[config.mk]
export PLATFORM = sky130hd
export DESIGN_NAME = dbg_trap_arbiter
export DESIGN_NICKNAME = d
export VERILOG_FILES = /design/src/rtl/dbg_trap_pkg.sv /design/src/rtl/dbg_trap_l3_check.sv /design/src/rtl/dbg_trap_l2_check.sv /design/src/rtl/dbg_trap_prio.sv /design/src/rtl/dbg_trap_arbiter.sv
export SDC_FILE = /design/constraint.sdc
export NUM_CORES = 1
export LEC_CHECK = 0
export BUFFER_PORTS_ARGS = -buffer_cell sky130_fd_sc_hd__buf_2
export CORE_AREA = 2 2 39 41
export CTS_CLUSTER_SIZE = 25
export DETAILED_ROUTE_END_ITERATION = 7
export DIE_AREA = 0 0 41 43
export GPL_TIMING_DRIVEN = 0
export PLACE_DENSITY = 0.71
export RECOVER_POWER = 100
export REMOVE_ABC_BUFFERS = 1
export SLEW_MARGIN = 30
export SYNTH_ARGS = -nofsm -noshare
export SYNTH_HDL_FRONTEND = slang
export SYNTH_SLANG_ARGS = --single-unit
[constraint.sdc]
create_clock -name clk_i -period 0.8 [get_ports clk_i]
set_input_delay 0.08 -clock clk_i [delete_from_list [all_inputs] [get_ports clk_i]]
set_output_delay 0.08 -clock clk_i [all_outputs]
set_load 0.02 [all_outputs]
[src/rtl/dbg_trap_pkg.sv]
package dbg_trap_pkg;
  localparam int LVL_W = 2;
  localparam int RES_W = 5;
  localparam int SYN_W = 6;

  localparam int IDX_PERMIT  = 0;
  localparam int IDX_UNDEF   = 1;
  localparam int IDX_T2_A64  = 2;
  localparam int IDX_T2_HYP  = 3;
  localparam int IDX_T3      = 4;

  typedef enum logic [LVL_W-1:0] {
    LVL_0 = 2'd0,
    LVL_1 = 2'd1,
    LVL_2 = 2'd2,
    LVL_3 = 2'd3
  } level_e;
endpackage

[src/rtl/dbg_trap_l3_check.sv]
module dbg_trap_l3_check (
  input  logic present_i,
  input  logic aa64_i,
  input  logic trap_acc_i,
  input  logic undef_prio_i,
  input  logic sdd_undef_i,
  output logic prio_undef_o,
  output logic late_undef_o,
  output logic late_trap_o
);
  logic armed;

  // trap only meaningful when the monitor level runs 64-bit
  assign armed        = present_i & aa64_i & trap_acc_i;
  assign prio_undef_o = armed & undef_prio_i;
  assign late_undef_o = armed & sdd_undef_i;
  assign late_trap_o  = armed & ~sdd_undef_i;
endmodule

[src/rtl/dbg_trap_l2_check.sv]
module dbg_trap_l2_check (
  input  logic present_i,
  input  logic enable_i,
  input  logic aa64_i,
  input  logic trap_acc_i,
  input  logic trap_exc_i,
  output logic a64_trap_o,
  output logic hyp_trap_o
);
  logic active;

  assign active     = present_i & enable_i & (trap_acc_i | trap_exc_i);
  assign a64_trap_o = active & aa64_i;
  assign hyp_trap_o = active & ~aa64_i;
endmodule

[src/rtl/dbg_trap_prio.sv]
module dbg_trap_prio
  import dbg_trap_pkg::*;
#(
  parameter logic [SYN_W-1:0] TRAP_EC = 6'h05
) (
  input  level_e           lvl_i,
  input  logic             prio_undef_i,
  input  logic             l2_a64_i,
  input  logic             l2_hyp_i,
  input  logic             late_undef_i,
  input  logic             late_trap_i,
  output logic [RES_W-1:0] res_o,
  output logic [SYN_W-1:0] syn_o
);
  logic is_trap;

  always_comb begin
    res_o = '0;
    unique case (lvl_i)
      LVL_0: res_o[IDX_UNDEF] = 1'b1;
      LVL_1: begin
        if (prio_undef_i)      res_o[IDX_UNDEF]  = 1'b1;
        else if (l2_a64_i)     res_o[IDX_T2_A64] = 1'b1;
        else if (l2_hyp_i)     res_o[IDX_T2_HYP] = 1'b1;
        else if (late_undef_i) res_o[IDX_UNDEF]  = 1'b1;
        else if (late_trap_i)  res_o[IDX_T3]     = 1'b1;
        else                   res_o[IDX_PERMIT] = 1'b1;
      end
      LVL_2: begin
        if (prio_undef_i)      res_o[IDX_UNDEF]  = 1'b1;
        else if (late_undef_i) res_o[IDX_UNDEF]  = 1'b1;
        else if (late_trap_i)  res_o[IDX_T3]     = 1'b1;
        else                   res_o[IDX_PERMIT] = 1'b1;
      end
      default: res_o[IDX_PERMIT] = 1'b1;
    endcase
  end

  assign is_trap = res_o[IDX_T2_A64] | res_o[IDX_T2_HYP] | res_o[IDX_T3];
  assign syn_o   = is_trap ? TRAP_EC : '0;
endmodule

[src/rtl/dbg_trap_arbiter.sv]
module dbg_trap_arbiter
  import dbg_trap_pkg::*;
#(
  parameter bit                REG_OUT = 1'b1,
  parameter logic [SYN_W-1:0]  TRAP_EC = 6'h05
) (
  input  logic             clk_i,
  input  logic             rst_ni,
  input  logic [LVL_W-1:0] el_i,
  input  logic             el2_present_i,
  input  logic             el3_present_i,
  input  logic             el2_enable_i,
  input  logic             el2_aa64_i,
  input  logic             el3_aa64_i,
  input  logic             el2_trap_acc_i,
  input  logic             el2_trap_exc_i,
  input  logic             el3_trap_acc_i,
  input  logic             sdd_undef_prio_i,
  input  logic             sdd_undef_i,
  output logic [RES_W-1:0] result_o,
  output logic [SYN_W-1:0] syndrome_o
);
  localparam logic [RES_W-1:0] RES_RST = RES_W'(1) << IDX_UNDEF;

  logic             prio_undef, late_undef, late_trap;
  logic             l2_a64, l2_hyp;
  logic [RES_W-1:0] res_d;
  logic [SYN_W-1:0] syn_d;

  dbg_trap_l3_check u_l3 (
    .present_i   (el3_present_i),
    .aa64_i      (el3_aa64_i),
    .trap_acc_i  (el3_trap_acc_i),
    .undef_prio_i(sdd_undef_prio_i),
    .sdd_undef_i (sdd_undef_i),
    .prio_undef_o(prio_undef),
    .late_undef_o(late_undef),
    .late_trap_o (late_trap)
  );

  dbg_trap_l2_check u_l2 (
    .present_i (el2_present_i),
    .enable_i  (el2_enable_i),
    .aa64_i    (el2_aa64_i),
    .trap_acc_i(el2_trap_acc_i),
    .trap_exc_i(el2_trap_exc_i),
    .a64_trap_o(l2_a64),
    .hyp_trap_o(l2_hyp)
  );

  dbg_trap_prio #(.TRAP_EC(TRAP_EC)) u_prio (
    .lvl_i       (level_e'(el_i)),
    .prio_undef_i(prio_undef),
    .l2_a64_i    (l2_a64),
    .l2_hyp_i    (l2_hyp),
    .late_undef_i(late_undef),
    .late_trap_i (late_trap),
    .res_o       (res_d),
    .syn_o       (syn_d)
  );

  generate
    if (REG_OUT) begin : g_reg
      logic [RES_W-1:0] res_q;
      logic [SYN_W-1:0] syn_q;
      always_ff @(posedge clk_i or negedge rst_ni) begin
        if (!rst_ni) begin
          res_q <= RES_RST;
          syn_q <= '0;
        end else begin
          res_q <= res_d;
          syn_q <= syn_d;
        end
      end
      assign result_o   = res_q;
      assign syndrome_o = syn_q;

      assert_latency_R10: assert property (@(posedge clk_i) disable iff (!rst_ni)
        1'b1 |=> (result_o == $past(res_d)) && (syndrome_o == $past(syn_d)));
    end else begin : g_comb
      assign result_o   = res_d;
      assign syndrome_o = syn_d;
    end
  endgenerate

  assert_el0_undef_R1: assert property (@(posedge clk_i) disable iff (!rst_ni)
    (el_i == 2'd0) |-> res_d[IDX_UNDEF]);
  assert_el3_permit_R2: assert property (@(posedge clk_i) disable iff (!rst_ni)
    (el_i == 2'd3) |-> res_d[IDX_PERMIT]);
  assert_prio_undef_R3: assert property (@(posedge clk_i) disable iff (!rst_ni)
    (el_i inside {2'd1, 2'd2} && prio_undef) |-> res_d[IDX_UNDEF]);
  assert_el2_no_l2trap_R7: assert property (@(posedge clk_i) disable iff (!rst_ni)
    (el_i == 2'd2) |-> !res_d[IDX_T2_A64] && !res_d[IDX_T2_HYP]);
  assert_syndrome_R8: assert property (@(posedge clk_i) disable iff (!rst_ni)
    (res_d[IDX_PERMIT] || res_d[IDX_UNDEF]) |-> (syn_d == '0));
  assert_syndrome_trap_R8: assert property (@(posedge clk_i) disable iff (!rst_ni)
    (res_d[IDX_T2_A64] || res_d[IDX_T2_HYP] || res_d[IDX_T3]) |-> (syn_d == TRAP_EC));
  assert_onehot_R9: assert property (@(posedge clk_i) disable iff (!rst_ni)
    $countones(res_d) == 1);
endmodule

# ---- After elaboration in Yosys (flattened, before gate mapping)
# Index checks and enable logic that the tools add are counted.
# Widths: inputs -> output; s select.
dict set report totals {
  register_bits 11
  out_inout_bits 11
  wordCells 41
}
dict set report classes {
  n_eq_ne 2
  n_mux 22
  bitwise 14
  reduce_logical 1
}
# operator n
set op_table {}
lappend op_table {{$mux 1} 13}
lappend op_table {{$and 1x1->1} 9}
lappend op_table {{$mux 2} 4}
lappend op_table {{$mux 3} 2}
lappend op_table {{$pmux 1 s3} 2}
lappend op_table {{$or 1x1->1} 3}
lappend op_table {{$eq 2x1->1 const B} 1}
lappend op_table {{$eq 2x2->1 const B} 1}
lappend op_table {{$logic_not 2->1} 1}
lappend op_table {{$not 1->1} 2}
lappend op_table {{$pmux 1 s2} 1}

# ---- Logic depth before layout (Yosys ltp)
# Gate-level depths: netlist of the first run.
dict set report depth {
  ltp_word 12
  ltp_mapped 5
  ltp_nobuf 5
}

# ---- By module
# From an unflattened synthesis of the first run, not the netlist that was laid out.
dict set report hier_totals {
  hier_cells 46
  area_unflattened_um2 536.8
}
# mod instances cells_per_inst area_per_inst_um2
set by_module_without_submodules {}
lappend by_module_without_submodules {dbg_trap_arbiter 1 11 276.5}
lappend by_module_without_submodules {dbg_trap_prio 1 28 209.0}
lappend by_module_without_submodules {dbg_trap_l3_check 1 3 27.5}
lappend by_module_without_submodules {dbg_trap_l2_check 1 4 23.8}

# ---- Worst setup path before layout of the first run
# OpenSTA, ideal clock, no wires.
dict set report synth_timing {
  path_kind {input to register}
  start {in el_i[0]}
  end {reg g_reg.syn_q[0] (netlist: syndrome_o[0])}
  setup_time_ps 73
  arrival_ps 874
  required_ps 727
  path_slack_ps -147
  stages 5
  cell_sequence {inv_1 -> ha_1 -> nand4_1 -> o31a_1 -> a21oi_2}
}
dict set report synth_via {
  elab_chain_cells 5
  word_cells_on_any_way 7
  cone_classes {2 x eq/ne; 3 x mux; 2 x bitwise}
}
# item line_no
set synth_lines {}
lappend synth_lines {{start, declared} dbg_trap_arbiter.sv:9} ;# input logic [LVL_W-1:0] el_i,
lappend synth_lines {{$eq 2x1->1} dbg_trap_prio.sv:19} ;# unique case (lvl_i)
lappend synth_lines {{$mux 2} dbg_trap_prio.sv:19}
lappend synth_lines {{$or 1x1->1} dbg_trap_prio.sv:39} ;# assign is_trap = res_o[IDX_T2_A64] | res_o[IDX_T2_HYP] | res_o[IDX_T3];
lappend synth_lines {{$or 1x1->1 (*)} dbg_trap_prio.sv:39}
lappend synth_lines {{net u_prio.is_trap} dbg_trap_prio.sv:15} ;# logic is_trap;
lappend synth_lines {{$mux 3 (*)} dbg_trap_prio.sv:40} ;# assign syn_o = is_trap ? TRAP_EC : '0;
lappend synth_lines {{end signal, assigned} dbg_trap_arbiter.sv:72} ;# syn_q <= syn_d;
lappend synth_lines {{end, declared} dbg_trap_arbiter.sv:65} ;# logic [SYN_W-1:0] syn_q;
# Mark *: on every way through the listed nets, which the timed path passes. The rest lies on a longest branch.

# ---- Worst setup path after layout of the first run
dict set report layout_timing {
  start {reg g_reg.res_q[1] (netlist: result_o[1])}
  end {out result_o[1]}
}
# item line_no
set layout_lines {}
lappend layout_lines {{start, declared} dbg_trap_arbiter.sv:64} ;# logic [RES_W-1:0] res_q;
lappend layout_lines {{start signal, assigned} dbg_trap_arbiter.sv:71} ;# res_q <= res_d;
lappend layout_lines {{end, declared} dbg_trap_arbiter.sv:20} ;# output logic [RES_W-1:0] result_o,
# No word-level cell between the ends.

==> flow_metrics.tcl, run 1 <==
set metrics [dict create \
    p_leak_nw 0.286 \
    cp_max_fo 1 \
    syn_area_sq_um 362 \
    cp-end-kind "output pin" \
    cp_slowest_cell "dfstp_2" \
    diodes 0 \
    grt_max_degree 7 \
    slew_viol_final 0 \
    grt_first_pass_wirelength_um 1150 \
    antenna_found_initial 0 \
    setup_viol 8 \
    synth.area.top_cells "dfrtp_1 (35%), ha_1 (14%), buf_4 (10%), dfstp_2 (7.3%), a21oi_1 (2.8%)" \
    clock-root-buffer "clkbuf_4" \
    outcome "complete, but fails checks" \
    worstHoldEndpoint "syndrome_o[0]$_DFF_PN0_" \
    cp_data_required_time_ns 0.72 \
    synth_compound_gate_area_share_pct 15.9 \
    path_clk_slew_ns 0.05 \
    path_delay_family "flip-flops" \
    cts_tree "built" \
    die_h_um 43 \
    crit_buf_inv 1 \
    hold_path_class "in -> reg" \
    start_util_pct 26.1 \
    fp.coreArea_sq_um 1380 \
    fin_ws_ns -0.141 \
    boundaryPins 25 \
    grt_pass1_vias 292 \
    synthMuxAreaShare_pct 0 \
    finalHoldViolations 0 \
    final_nets 78 \
    cts.sinks 6 \
    die_w_um 41 \
    vias 335 \
    max_stage_delay_ns 0.52 \
    cts_buffers 3 \
    max_freq_mhz 1060 \
    worstSetupPathType "reg -> out" \
    synth_cell_type_count 21 \
    synth_top_family_by_area "compound AO/OA/AOI/OAI gates" \
    cp-start-kind "flip-flop" \
    yosysWarnings 0 \
    drt-wirelength-per-cell_um 9.81 \
    cap_viol_max_count 0 \
    ctsHtreeMaxLevel 1 \
    clock_path_buffers 2 \
    synth_area_per_cell_sq_um 10.3 \
    holdWs_ns 0.0528 \
    violations "negative setup slack" \
    synthSimpleGateAreaFrac_pct 14.9 \
    drtIter0Drc 2 \
    die_area_sq_um 1760 \
    hold_start "sdd_undef_prio_i" \
    routed_wl_um 736 \
    hold_depth 2 \
    ant_nets 0 \
    io_buffers 20 \
    timing.final.crit_share_pct 118 \
    ys_seq_area_share_pct 41.9 \
    synth_xor_area_share_pct 0 \
    track_usage_pct 9.98 \
    worstPathArrival_ns 0.86 \
    synth_cells 35 \
    worst_ir_drop_vdd_mv 0.404 \
    synth.largest_area_cell "dfrtp_1" \
    area_growth_pct 60.9 \
    tns_ns -0.321 \
    crit_path_cell_trace "buf_6" \
    dp_hpwl_um 578 \
    p_per_area_nw_per_um2 1380 \
    routabilityCongestion 0.761 \
    first_pass_iters 2 \
    synthAdderAreaFrac_pct 13.8 \
    row_count 14 \
    drive_gt1_share_pct 50.8 \
    yosys_register_bits 6 \
    drc 0 \
    avgViaCountPerCell 4.47 \
    period_minus_slack_ns 0.941 \
    synth.top_cell.area_share_pct 34.6 \
    gr-total-overflow 0 \
    rsz0062_at_grt "true" \
]
[cells by family after synthesis]
| group | after synthesis |
|---|---|
| AOI/OAI and AO/OA | 8 |
| adders and majority gates | 4 |
| buffers and inverters | 7 |
| DFF | 6 |
| other | 1 |
| and+or+nand+nor | 9 |
[per-stage QoR]
step | utilization, % | area [sq um] | std cells | setup slack, ns | power, W
after floorplan | - | 335 | 33 | -0.147 | 0.000404
after global placement | 32.9 | 455 | 69 | -0.342 | 0.000466
after detailed placement | 32.9 | 455 | 69 | -0.349 | 0.000469
after CTS | 39.6 | 548 | 74 | -0.156 | 0.000808
after global routing | 42.0 | 582 | 75 | -0.173 | 0.000860
final | 42.0 | 582 | 75 | -0.141 | 0.000806
[repair_timing]
item / CTS / global route
hold endpoints to repair: 6 / 0
endpoints found under the setup margin: 8 / 10
gates resized for setup: 17 / 9
pin swaps: 3 / 2
hold buffers: 1 / 0
buffers inserted: 0 / 1
[how the worst max path moves through the flow]
stage                               start                      end  slack [ns]  cells past startpoint
floorplan                         el_i[0]  syndrome_o[0]$_DFF_PN0_       -0.15                      5
global placement                  el_i[0]  syndrome_o[0]$_DFF_PN0_       -0.34                      6
detailed placement                el_i[0]  syndrome_o[0]$_DFF_PN0_       -0.35                      6
CTS                 result_o[1]$_DFF_PN1_              result_o[1]       -0.16                      1
global route        result_o[1]$_DFF_PN1_              result_o[1]       -0.17                      1
finish              result_o[1]$_DFF_PN1_              result_o[1]       -0.14                      1
[per-layer routing]
layer / GRT usage (%) / part of all wire (%)
met1: 10.4 / 35
met2: 16.3 / 53
met3: 1.57 / 12
met4: 8.00 / 0
met5: 0 / 0
[final cells by class]
cell class	count	area [sq um]
flip-flops and latches	6	151
clock buffers	4	26.3
multi-input cells	25	194
fillers	136	802
repair buffers	22	180
inverters	2	10.0
well taps	16	20.0
[power by group]
| group | total (W) | switching (W) | leakage, nW | internal [W] |
|---|---|---|---|---|
| clock | 0.000292 | 0.000103 | 0.0150 | 0.000189 |
| combinational | 0.000190 | 0.0000982 | 0.194 | 0.0000914 |
| sequential | 0.000324 | 0.00000563 | 0.0775 | 0.000319 |
| total | 0.000806 | 0.000207 | 0.286 | 0.000599 |
[cell usage after synthesis]
library cell,count
and3_2,1
o31a_1,1
or2_1,1
nor4_1,1
ha_1,4
nand4_1,1
inv_1,2
and2b_1,1
a31oi_1,1
a21oi_2,1
o21bai_1,1
and2_1,1
buf_4,5
dfstp_2,1
nor2_1,1
o211ai_1,1
nor3_1,2
a21oi_1,2
o2111ai_1,1
conb_1,1
dfrtp_1,5
[registers in the layout, summed over array words and instances, names as in the netlist]
name	count
result_o	5
syndrome_o	1
[cells in the final DEF, fill, tap and decap left out]
| cell | synthesis | final |
|---|---|---|
| a21oi_1 | 2 | 2 |
| a21oi_2 | 1 | 1 |
| a31oi_1 | 1 | 1 |
| and2_1 | 1 | 1 |
| and2b_1 | 1 | 1 |
| and3_2 | 1 | 1 |
| buf_2 | 0 | 10 |
| buf_6 | 0 | 7 |
| buf_8 | 0 | 2 |
| clkbuf_1 | 0 | 2 |
| clkbuf_4 | 0 | 4 |
| conb_1 | 1 | 4 |
| dfrtp_1 | 5 | 5 |
| dfstp_2 | 1 | 1 |
| dlygate4sd3_1 | 0 | 1 |
| ha_1 | 4 | 3 |
| ha_4 | 0 | 1 |
| inv_2 | 0 | 1 |
| inv_4 | 0 | 1 |
| nand4_1 | 1 | 1 |
| nor2_1 | 1 | 1 |
| nor3_1 | 2 | 1 |
| nor3_2 | 0 | 1 |
| nor4_1 | 1 | 1 |
| o2111ai_1 | 1 | 1 |
| o211ai_1 | 1 | 1 |
| o21bai_1 | 1 | 1 |
| o31a_1 | 1 | 1 |
| or2_1 | 1 | 1 |
Power figures use the tool's default switching activity.
==> run 2: changes to the inputs <==
--- a/config.mk
+++ b/config.mk
@@ -12,7 +12,7 @@
 export DIE_AREA = 0 0 41 43
 export GPL_TIMING_DRIVEN = 0
 export PLACE_DENSITY = 0.71
-export RECOVER_POWER = 100
+export RECOVER_POWER = 25
 export REMOVE_ABC_BUFFERS = 1
 export SLEW_MARGIN = 30
 export SYNTH_ARGS = -nofsm -noshare
==> run 2 against run 1 <==
Against the previous run: the flow still finishes with violations (negative setup slack); clock-buffer cell count did not move; routed wire length rose by 0.27%; utilization rose by 0.18 points; largest power group unchanged; highest routed layer unchanged.
==> flow_metrics.tcl, run 2 (synthesis gave the netlist of run 1 again) <==
set metrics [dict create \
    p_per_area_nw_per_um2 1380 \
    final_common_cell "buf_2" \
    crit_buf_inv 1 \
    setup_viol 8 \
    vias 337 \
    hold_depth 2 \
    slew_viol_final 0 \
    clock-root-buffer "clkbuf_4" \
    fill_cells 135 \
    final_nets 78 \
    path_clk_slew_ns 0.05 \
    fin_ws_ns -0.140 \
    hold_start "sdd_undef_prio_i" \
    antenna_found_initial 0 \
    cap_viol_max_count 0 \
    area_growth_pct 61.6 \
    cp_max_fo 1 \
    cts.sinks 6 \
    fp.coreArea_sq_um 1380 \
    max_freq_mhz 1060 \
    finalHoldViolations 0 \
    hold_path_class "in -> reg" \
    worst_ir_drop_vdd_mv 0.404 \
    startpoint "result_o[1]$_DFF_PN1_" \
    gr-total-overflow 0 \
    start_util_pct 26.1 \
    timing.final.crit_share_pct 118 \
    dp_hpwl_um 578 \
    violations "negative setup slack" \
    max_stage_delay_ns 0.52 \
    cp_slowest_cell "dfstp_2" \
    holdWs_ns 0.0546 \
    drc 0 \
    cp-end-kind "output pin" \
    p_leak_nw 0.286 \
    die_w_um 41 \
    rsz0062_at_grt "true" \
    worstPathArrival_ns 0.86 \
    ant_nets 0 \
    avgViaCountPerCell 4.49 \
    die_area_sq_um 1760 \
    cp_data_required_time_ns 0.72 \
    ctsHtreeMaxLevel 1 \
    worstSetupPathType "reg -> out" \
    final_cell_mix "buf_2 (10), buf_6 (7), dfrtp_1 (5)" \
    row_count 14 \
    period_minus_slack_ns 0.940 \
    cts_tree "built" \
    die_h_um 43 \
    crit_path_cell_trace "buf_6" \
    diodes 0 \
    drtIter0Drc 3 \
    drive_gt1_share_pct 50.8 \
    track_usage_pct 9.98 \
    cts_buffers 3 \
    boundaryPins 25 \
    outcome "complete, but fails checks" \
    routed_wl_um 738 \
    path_delay_family "flip-flops" \
    drt-wirelength-per-cell_um 9.84 \
    io_buffers 20 \
    first_pass_iters 2 \
    cp-start-kind "flip-flop" \
    grt_max_degree 7 \
    grt_pass1_vias 292 \
    cp_num_cells 1 \
    largest_reg_flops 5 \
    grt_first_pass_wirelength_um 1150 \
    final_core_util_pct 42.2 \
    tns_ns -0.317 \
    clock_path_buffers 2 \
    routabilityCongestion 0.761 \
]
run 2: cell count changes in the layout (fill, tap and decap cells not counted):
cell | previous run | this run
inv_2 | 1 | 0
inv_4 | 1 | 2
clkbuf_4 | 4 | 3
buf_4 | 0 | 1
run 2: area by class of cell:
cell class	count	area, sq um	share of cell area, %
tap	16	20.0	3.43
multi-input combinational	25	194	33.2
sequential	6	151	25.9
inverter	2	12.5	2.14
clock buffer	4	26.3	4.50
timing repair buffer	22	180	30.8
run 2: routing by layer:
layer  global-route usage [%]  vias to the layer above  part of all wire (%)
met4                     8.00                        0                     0
met2                     16.3                       20                    53
met5                        0                        -                     0
li1                         -                      164                     -
met3                     1.57                        0                    12
met1                     10.4                      153                    35
run 2: repair_timing:
action                     CTS  global route
setup endpoints to repair    8            10
pin swaps                    3             2
hold endpoints to repair     6             0
resized for setup           17             9
setup buffers                0             1
hold buffers                 1             0
run 2: power by group:
group | switching, W | internal, W | total, W | leakage (nW)
sequential | 0.00000563 | 0.000319 | 0.000324 | 0.0775
clock | 0.000103 | 0.000188 | 0.000291 | 0.0150
combinational | 0.0000990 | 0.0000922 | 0.000191 | 0.194
run 2: path summary, 6_finish.rpt:
| kind | endpoint | slack (ns) |
|---|---|---|
| hold / removal | syndrome_o[0]$_DFF_PN0_ | 0.05 |
| max in group asynchronous | result_o[1]$_DFF_PN1_ | 0.28 |
| setup / recovery | result_o[1] | -0.14 |
| min in group asynchronous | syndrome_o[0]$_DFF_PN0_ | 0.23 |
run 2: metrics by stage:
stage	instance area (sq um)	setup slack (ns)	instances	power, W
2_1_floorplan	335	-0.147	33	0.000404
3_5_place_dp	455	-0.349	69	0.000469
5_1_grt	584	-0.173	75	0.000861
3_3_place_gp	455	-0.342	69	0.000466
4_1_cts	548	-0.156	74	0.000808
6_report	584	-0.140	75	0.000807
==> run 3: changes to the inputs <==
--- a/config.mk
+++ b/config.mk
@@ -5,13 +5,14 @@
 export SDC_FILE = /design/constraint.sdc
 export NUM_CORES = 1
 export LEC_CHECK = 0
-export BUFFER_PORTS_ARGS = -buffer_cell sky130_fd_sc_hd__buf_2
+export CAP_MARGIN = 20
 export CORE_AREA = 2 2 39 41
 export CTS_CLUSTER_SIZE = 25
 export DETAILED_ROUTE_END_ITERATION = 7
 export DIE_AREA = 0 0 41 43
+export DONT_BUFFER_PORTS = 1
 export GPL_TIMING_DRIVEN = 0
-export PLACE_DENSITY = 0.71
+export PLACE_DENSITY = 0.54
 export RECOVER_POWER = 25
 export REMOVE_ABC_BUFFERS = 1
 export SLEW_MARGIN = 30
==> run 3 against run 2 <==
Against the previous run: sequential cell count did not move; routed wire length shrank 1.9%; the flow still finishes with violations (negative setup slack); combinational power down 49%; maximum frequency grew 5.7%; via count is 18% lower; first-iteration DRC count rose by 130%; non-clock buffer count is 18 lower; utilization shrank 11 points; worst setup slack gained 0.051 ns; sequential power is 5% higher; critical path depth decreased by 1; design area is 26% lower.
==> flow_metrics.tcl, run 3 (synthesis gave the netlist of run 1 again) <==
set metrics [dict create \
    p_int_w 0.000549 \
    placed_cell_area_sq_um 355 \
    ant_nets 0 \
    pwr-share-seq_pct 46.5 \
    final_area_sq_um 434 \
    boundaryPins 25 \
    finalHoldViolations 0 \
    die_area_sq_um 1760 \
    grt_first_pass_wirelength_um 1110 \
    setup_viol 3 \
    avgViaCountPerCell 4.82 \
    period_minus_slack_ns 0.890 \
    cp_data_required_time_ns 0.72 \
    seqCellArea_sq_um 154 \
    max_freq_mhz 1120 \
    outcome "complete, but fails checks" \
    drc 0 \
    slew_viol_final 0 \
    fp.coreArea_sq_um 1380 \
    worstSetupPathType "reg -> out" \
    fill_cells 137 \
    antenna_found_initial 0 \
    io_buffers 0 \
    dp.cells 49 \
    fin_ws_ns -0.0898 \
    diodes 0 \
    gr-total-overflow 0 \
    worst_ir_drop_vdd_mv 0.324 \
    dp_hpwl_um 600 \
    routed_wl_um 724 \
    worstPathArrival_ns 0.81 \
    final_cells 57 \
    drt-wirelength-per-cell_um 12.7 \
    rsz0062_at_grt "true" \
    area_growth_pct 20.1 \
    cp_max_fo 1 \
    first_pass_iters 2 \
    grt_pass1_vias 277 \
    clock_path_buffers 2 \
    final_nets 60 \
    final_core_util_pct 31.4 \
    hold_path_class "in -> reg" \
    drtIter0Drc 7 \
    final_cell_mix "conb_1 (4), ha_1 (3), clkbuf_4 (3), dlygate4sd3_1 (3), dfrtp_1 (3)" \
    p_sw_w 0.000186 \
    cts.sinks 6 \
    start_util_pct 26.1 \
    dp_slack_ns -0.261 \
    p_leak_nw 0.194 \
    cts_tree "built" \
    cts_buffers 3 \
    largest_reg_flops 5 \
    drive_gt1_share_pct 24.4 \
    violations "negative setup slack" \
    path_clk_slew_ns 0.05 \
    routabilityCongestion 0.620 \
    die_w_um 41 \
    final_common_cell "conb_1" \
    vias 275 \
    power.share.clock_pct 40.3 \
    grt_max_degree 7 \
    timing.final.crit_share_pct 111 \
    multiInputGateArea_sq_um 189 \
    cap_viol_max_count 0 \
    power_frac_comb_pct 13.2 \
    cp-end-kind "output pin" \
    ctsHtreeMaxLevel 1 \
    p_per_area_nw_per_um2 1690 \
    cp-start-kind "flip-flop" \
    clock-root-buffer "clkbuf_4" \
    die_h_um 43 \
    tns_ns -0.102 \
    row_count 14 \
    track_usage_pct 10.0 \
    sw_frac_of_total_pct 25.3 \
]
[run 3: path summary, 6_finish.rpt]
| kind | to | cells past startpoint | startpoint |
|---|---|---|---|
| worst max-delay path | result_o[1] | 0 | result_o[1]$_DFF_PN1_ |
| worst min-delay path | result_o[4]$_DFF_PN0_ | 2 | sdd_undef_i |
| max in group asynchronous | result_o[1]$_DFF_PN1_ | 1 | rst_ni |
| min in group asynchronous | result_o[2]$_DFF_PN0_ | 1 | rst_ni |
[run 3: stage by stage]
step,hold WS [ns],power [W]
after floorplan,-0.216,0.000404
after global placement,-0.215,0.000414
after detailed placement,-0.215,0.000416
after CTS,0.0221,0.000745
after global routing,0.00323,0.000799
final,0.0238,0.000735
[run 3: routing by layer]
| layer | GRT usage (%) | up-vias | wire length [um] |
|---|---|---|---|
| li1 | - | 127 | - |
| met1 | 6.05 | 131 | 220 |
| met2 | 19.1 | 14 | 430 |
| met3 | 4.19 | 3 | 59 |
| met4 | 8.00 | 0 | 14 |
| met5 | 0 | - | 0 |
[run 3: final cells by class]
class | count | share of cell area, %
well taps | 16 | 4.61
clock buffers | 4 | 6.05
multi-input cells | 25 | 43.5
flip-flops and latches | 6 | 35.4
inverters | 2 | 1.73
repair buffers | 4 | 8.65
[run 3: power groups by stage]
stage	clock network, W	logic, W	registers (W)
finish	0.000296	0.0000971	0.000341
global route	0.000346	0.000110	0.000343
CTS	0.000306	0.0000972	0.000341
detailed placement	0	0.0000699	0.000346
global placement	0	0.0000695	0.000345
floorplan	0	0.0000592	0.000344
[run 3: repair_timing]
| action | in CTS | in global routing |
|---|---|---|
| gates cloned | 0 | 0 |
| hold buffers | 3 | 0 |
| setup buffers | 1 | 0 |
| resized for setup | 2 | 1 |
| hold endpoints to repair | 8 | 0 |
| pin swaps | 1 | 0 |
| setup endpoints to repair | 4 | 5 |
